**src/rtl/pft_pkg.sv**
```systemverilog
package pft_pkg;

  typedef struct packed {
    logic [1:0] hw_mode;
    logic       dbl_rate;
    logic       smp_rise;
    logic [3:0] spare;
  } ctrl_t;

  localparam logic [1:0] HW_MODE_SINGLE_PORT = 2'd2;

  function automatic logic [2:0] ports_of(input logic [1:0] m);
    case (m)
      2'd0:    ports_of = 3'd4;
      2'd2:    ports_of = 3'd1;
      default: ports_of = 3'd2;
    endcase
  endfunction

endpackage

```
**src/rtl/pft_sync_edge.sv**
```systemverilog
module pft_sync_edge #(
  parameter int STAGES = 2,
  parameter int W      = 2
) (
  input  logic         clk,
  input  logic         rst,
  input  logic [W-1:0] async_in,
  output logic [W-1:0] lvl,
  output logic [W-1:0] rise,
  output logic [W-1:0] fall
);

  logic [STAGES-1:0][W-1:0] chain_q;
  logic [W-1:0]             prev_q;

  always_ff @(posedge clk) begin
    if (rst) begin
      chain_q <= '0;
      prev_q  <= '0;
    end else begin
      chain_q[0] <= async_in;
      for (int s = 1; s < STAGES; s++) chain_q[s] <= chain_q[s-1];
      prev_q <= chain_q[STAGES-1];
    end
  end

  assign lvl = chain_q[STAGES-1];

  for (genvar b = 0; b < W; b++) begin : g_edge
    assign rise[b] = lvl[b] & ~prev_q[b];
    assign fall[b] = ~lvl[b] & prev_q[b];
  end

endmodule

```
**src/rtl/pft_ctrl_reg.sv**
```systemverilog
module pft_ctrl_reg
  import pft_pkg::*;
(
  input  logic       clk,
  input  logic       rst,
  input  logic       we,
  input  logic [7:0] wdata,
  output ctrl_t      ctrl,
  output logic [7:0] rdata
);

  ctrl_t ctrl_q;
  ctrl_t wr_val;

  always_comb begin
    wr_val = ctrl_t'(wdata);
    if (wr_val.hw_mode == HW_MODE_SINGLE_PORT) wr_val.dbl_rate = 1'b0;
  end

  always_ff @(posedge clk) begin
    if (rst)     ctrl_q <= '0;
    else if (we) ctrl_q <= wr_val;
  end

  assign ctrl  = ctrl_q;
  assign rdata = ctrl_q;

endmodule

```
**src/rtl/pft_frame_detect.sv**
```systemverilog
module pft_frame_detect (
  input  logic clk,
  input  logic rst,
  input  logic smp_rise,
  input  logic clk_rise,
  input  logic clk_fall,
  input  logic sync_lvl,
  output logic fs_now
);

  logic last_q;
  logic pend_q;

  always_comb begin
    fs_now = 1'b0;
    if (clk_rise) fs_now = smp_rise ? (sync_lvl & ~last_q) : pend_q;
  end

  always_ff @(posedge clk) begin
    if (rst) begin
      last_q <= 1'b0;
      pend_q <= 1'b0;
    end else begin
      if (!smp_rise && clk_fall) begin
        last_q <= sync_lvl;
        if (sync_lvl && !last_q) pend_q <= 1'b1;
      end
      if (clk_rise) begin
        if (smp_rise) last_q <= sync_lvl;
        else          pend_q <= 1'b0;
      end
    end
  end

endmodule

```
**src/rtl/pft_bit_counter.sv**
```systemverilog
module pft_bit_counter #(
  parameter int FBW        = 11,
  parameter int SLOT_SHIFT = 3
) (
  input  logic                  clk,
  input  logic                  rst,
  input  logic                  clk_rise,
  input  logic                  fs_now,
  input  logic                  dbl_rate,
  input  logic [FBW-1:0]        frame_bits,
  output logic                  frame_start,
  output logic                  bit_strobe,
  output logic [FBW-1:0]        bit_index,
  output logic [FBW-SLOT_SHIFT-1:0] slot_index
);

  logic [FBW-1:0] bit_q, nxt_bit, last_bit;
  logic           phase_q;

  assign last_bit = frame_bits - 1'b1;
  assign nxt_bit  = (bit_q >= last_bit) ? '0 : bit_q + 1'b1;

  always_ff @(posedge clk) begin
    if (rst) begin
      bit_q       <= '0;
      slot_index  <= '0;
      phase_q     <= 1'b0;
      frame_start <= 1'b0;
      bit_strobe  <= 1'b0;
    end else begin
      frame_start <= 1'b0;
      bit_strobe  <= 1'b0;
      if (clk_rise) begin
        if (fs_now) begin
          bit_q       <= '0;
          slot_index  <= '0;
          phase_q     <= 1'b0;
          frame_start <= 1'b1;
          bit_strobe  <= 1'b1;
        end else if (!dbl_rate || phase_q) begin
          bit_q       <= nxt_bit;
          slot_index  <= nxt_bit[FBW-1:SLOT_SHIFT];
          phase_q     <= 1'b0;
          bit_strobe  <= 1'b1;
        end else begin
          phase_q <= 1'b1;
        end
      end
    end
  end

  assign bit_index = bit_q;

endmodule

```
**src/rtl/pcm_frame_timer.sv**
```systemverilog
module pcm_frame_timer
  import pft_pkg::*;
#(
  parameter int FBW       = 11,
  parameter int SYNC_STG  = 2,
  parameter int SLOT_BITS = 8
) (
  input  logic                 clk,
  input  logic                 rst,
  input  logic                 cfg_we,
  input  logic [7:0]           cfg_wdata,
  output logic [7:0]           cfg_rdata,
  input  logic [FBW-1:0]       frame_bits,
  input  logic                 pdc_in,
  input  logic                 pfs_in,
  output logic                 frame_start,
  output logic                 bit_strobe,
  output logic [FBW-1:0]       bit_index,
  output logic [FBW-$clog2(SLOT_BITS)-1:0] slot_index,
  output logic [2:0]           port_count
);

  localparam int SLOT_SHIFT = $clog2(SLOT_BITS);

  ctrl_t      ctrl;
  logic [1:0] s_lvl, s_rise, s_fall;
  logic       fs_now;

  pft_ctrl_reg u_reg (
    .clk(clk), .rst(rst), .we(cfg_we), .wdata(cfg_wdata),
    .ctrl(ctrl), .rdata(cfg_rdata)
  );

  pft_sync_edge #(.STAGES(SYNC_STG), .W(2)) u_sync (
    .clk(clk), .rst(rst), .async_in({pfs_in, pdc_in}),
    .lvl(s_lvl), .rise(s_rise), .fall(s_fall)
  );

  pft_frame_detect u_fdet (
    .clk(clk), .rst(rst), .smp_rise(ctrl.smp_rise),
    .clk_rise(s_rise[0]), .clk_fall(s_fall[0]),
    .sync_lvl(s_lvl[1]), .fs_now(fs_now)
  );

  pft_bit_counter #(.FBW(FBW), .SLOT_SHIFT(SLOT_SHIFT)) u_cnt (
    .clk(clk), .rst(rst), .clk_rise(s_rise[0]), .fs_now(fs_now),
    .dbl_rate(ctrl.dbl_rate), .frame_bits(frame_bits),
    .frame_start(frame_start), .bit_strobe(bit_strobe),
    .bit_index(bit_index), .slot_index(slot_index)
  );

  always_ff @(posedge clk) begin
    if (rst) port_count <= 3'd4;
    else     port_count <= ports_of(ctrl.hw_mode);
  end

endmodule

```
**config.mk**
```make
export PLATFORM = sky130hd
export DESIGN_NAME = pcm_frame_timer
export DESIGN_NICKNAME = d
export VERILOG_FILES = /design/src/rtl/pft_pkg.sv /design/src/rtl/pft_sync_edge.sv /design/src/rtl/pft_ctrl_reg.sv /design/src/rtl/pft_frame_detect.sv /design/src/rtl/pft_bit_counter.sv /design/src/rtl/pcm_frame_timer.sv
export SDC_FILE = /design/constraint.sdc
export NUM_CORES = 1
export LEC_CHECK = 0
export BUFFER_PORTS_ARGS = -buffer_cell sky130_fd_sc_hd__buf_2
export CORE_MARGIN = 2
export CORE_UTILIZATION = 40
export CTS_CLUSTER_DIAMETER = 100
export CTS_CLUSTER_SIZE = 10
export DETAILED_ROUTE_END_ITERATION = 8
export PLACE_DENSITY_LB_ADDON = 0.08
export SYNTH_ARGS = -nofsm -noshare
export SYNTH_HDL_FRONTEND = slang
export SYNTH_HIERARCHICAL = 1
export SYNTH_SLANG_ARGS = --single-unit
```
**constraint.sdc**
```tcl
create_clock -name clk -period 3.6 [get_ports clk]
set_clock_uncertainty 0.05 [all_clocks]
set_input_delay 0.54 -clock clk [delete_from_list [all_inputs] [get_ports clk]]
set_output_delay 0.54 -clock clk [all_outputs]
set_load 0.1 [all_outputs]
```
==> results.sh <==
export IMPL_fin_ws_ns=1.05
export IMPL_clkPwrFrac=0.380
export IMPL_rsz0062_at_grt="no"
export IMPL_slew_headroom=0.678
export IMPL_die_area_um2=4960
export IMPL_die_h_um=70.5
export IMPL_p_total_mw=0.872
export IMPL_hold_path_class="reg2reg"
export IMPL_synthCells=191
export IMPL_synth_area_um2=1770
export IMPL_grt_max_degree=25
export IMPL_fmax_ghz=0.393
export IMPL_insertion_delay_ns=0.28
export IMPL_cts_inserted_buffers=5
export IMPL_period_minus_slack_ns=2.55
export IMPL_drc_errors=0
export IMPL_period_share=0.707
export IMPL_wl_um=3420
export IMPL_gp_congestion=0.831
export IMPL_cp_required_ns=3.72
export IMPL_grt_pass1_wl_um=5640
export IMPL_cts_resized=0
export IMPL_power_switching_mw=0.254
export IMPL_fin_tns_setup_ns=0
export IMPL_tightestPinTransition_ns=0.482
export IMPL_crit_top_cell="nor4_1"
export IMPL_r2r_start="u_sync/lvl[0]"
export IMPL_path_max_fanout=11
export IMPL_final_layout_size_suffix_gt1_frac=0.295
export IMPL_diodes=0
export IMPL_core_um2=4290
export IMPL_tritoncts="built"
export IMPL_slowest_delay_ns=0.46
export IMPL_crit_arrival_ns=2.66
export IMPL_num_io_pins=56
export IMPL_syn_nets=228
export IMPL_crit_path_start="frame_bits[2]"
export IMPL_initial_core_util=0.411
export IMPL_cts_buffer_depth=2
export IMPL_setup_violations=0
export IMPL_finish_instance_area_um2=2060
export IMPL_run_status="completed"
export IMPL_maxCapViolations=0
export IMPL_port_buffers=55
export IMPL_die_w_um=70.5
export IMPL_hold_buffers=0
export IMPL_num_vias=1359
export IMPL_ant_nets=0
export IMPL_viasPerCell=4.75
export IMPL_grt_ovfl_total=0
export IMPL_hold_violations=0
export IMPL_seqPwrFrac=0.433
export IMPL_grt_pass1_vias=1218
export IMPL_slew_violations=0
export IMPL_rr_worst_depth=8
export IMPL_track_usage=0.143
export IMPL_drt_first_pass_iters=4
export IMPL_internal_power_mw=0.618
export IMPL_dp_hpwl_um=2660
export IMPL_crit_cells=12
export IMPL_num_rows=24
export IMPL_crit_chain="buf_2, nor4_1, nand2_1, nor4_1, xnor2_1, ha_1, a21oi_1, o211ai_1, o21ai_2, o31ai_1, buf_4, nor2_1"
export IMPL_cp_end_kind="flop"
export IMPL_avgSynthCellArea_um2=9.25
export IMPL_holdCritStartpoint="u_sync/chain_q[1]"
export IMPL_path_buf_inv=2
export IMPL_clkTransAtPathRegs_ns=0.06
export IMPL_p_leak_nw=0.989
export IMPL_cp_top_family="simple AND/OR/NAND/NOR gates"
export IMPL_cts_setup_buffers=0
export IMPL_routedWlPerCell_um=11.9
export IMPL_combPwrFrac=0.187
export IMPL_worstSetupStartpointType="input port"
export IMPL_synth_warnings=6
export IMPL_syn_to_final_growth_pct=16.4
export IMPL_nets=270
export IMPL_post_dp_cell_area_um2=1950
export IMPL_holdPathStages=1
export IMPL_antenna_found_initial=0
export IMPL_slowest_stage="nor4_1"
export IMPL_worstSetupPathType="in2reg"
export IMPL_drt_initial_drc_count=31
export IMPL_h_tree_depth=2
export IMPL_ir_worst_vdd_v=0.000220
export IMPL_post_place_ws_ns=0.768
export IMPL_power_density_nw_per_um2=424
export IMPL_clock_sinks=32
export IMPL_cts_root_buffer="clkbuf_8"
export IMPL_switching_share=0.291
export IMPL_final_core_util=0.479
-- final timing paths --
kind	slack [ns]	to
setup / recovery	1.05	u_cnt/slot_index[3]
hold / removal	0.39	u_sync/lvl[1]
setup reg to reg	1.11	u_cnt/slot_index[3]
hold reg to reg	0.39	u_sync/lvl[1]
-- stage by stage --
| stage | cells | hold WS, ns |
|---|---|---|
| floorplan | 191 | 0.364 |
| global placement | 278 | 0.369 |
| detailed placement | 278 | 0.377 |
| CTS | 286 | 0.394 |
| global route | 286 | 0.420 |
| finish | 286 | 0.392 |
-- power groups by stage --
stage	Clock [mW]	Combinational, mW	Sequential (mW)
after global routing	0.363	0.175	0.379
after CTS	0.346	0.164	0.378
final	0.331	0.163	0.378
after floorplan	0	0.100	0.419
after global placement	0	0.161	0.385
after detailed placement	0	0.164	0.385
-- final cells by class --
class / count / area, um^2
fillers: 423 / 2240
well taps: 52 / 65.1
flip-flops and latches: 32 / 641
clock buffers: 6 / 72.6
repair buffers: 56 / 283
multi-input cells: 132 / 938
inverters: 6 / 22.5
clock inverters: 2 / 35.0
-- registers in the layout, indices dropped and copies added, names as in the netlist, named ones only --
signal / cells
u_cnt/bit_index: 3
u_fdet/last_q: 1
u_cnt/slot_index: 8
u_cnt/bit_strobe: 1
u_reg/ctrl: 8
u_sync/chain_q: 2
u_cnt/frame_start: 1
u_cnt/phase_q: 1
u_sync/prev_q: 1
port_count: 3
u_sync/lvl: 2
-- layout by cell type, fill, tap and decap left out, drive strengths merged, types with 2 or more instances in the layout --
cell type and count:
and3 4, mux2i 10, xor2 10, nand4 5, clkbuf 6, nand2b 5
xnor2 9, nand2 9, nor2 24, nor4 3, nand3 4, nor2b 10
inv 6, o21ai 3, ha 13, buf 56, nand3b 2, nor3 3
dfxtp 32, a21oi 6
-- metal layers --
layer  track usage  routed length (um)  vias up
met5             0                   0        -
li1              -                   -      712
met4        0.0449                  11        0
met2         0.225                1590       31
met3        0.0476                 181        2
met1         0.185                1630      614
No activity file was read; power rests on OpenSTA's default activity.
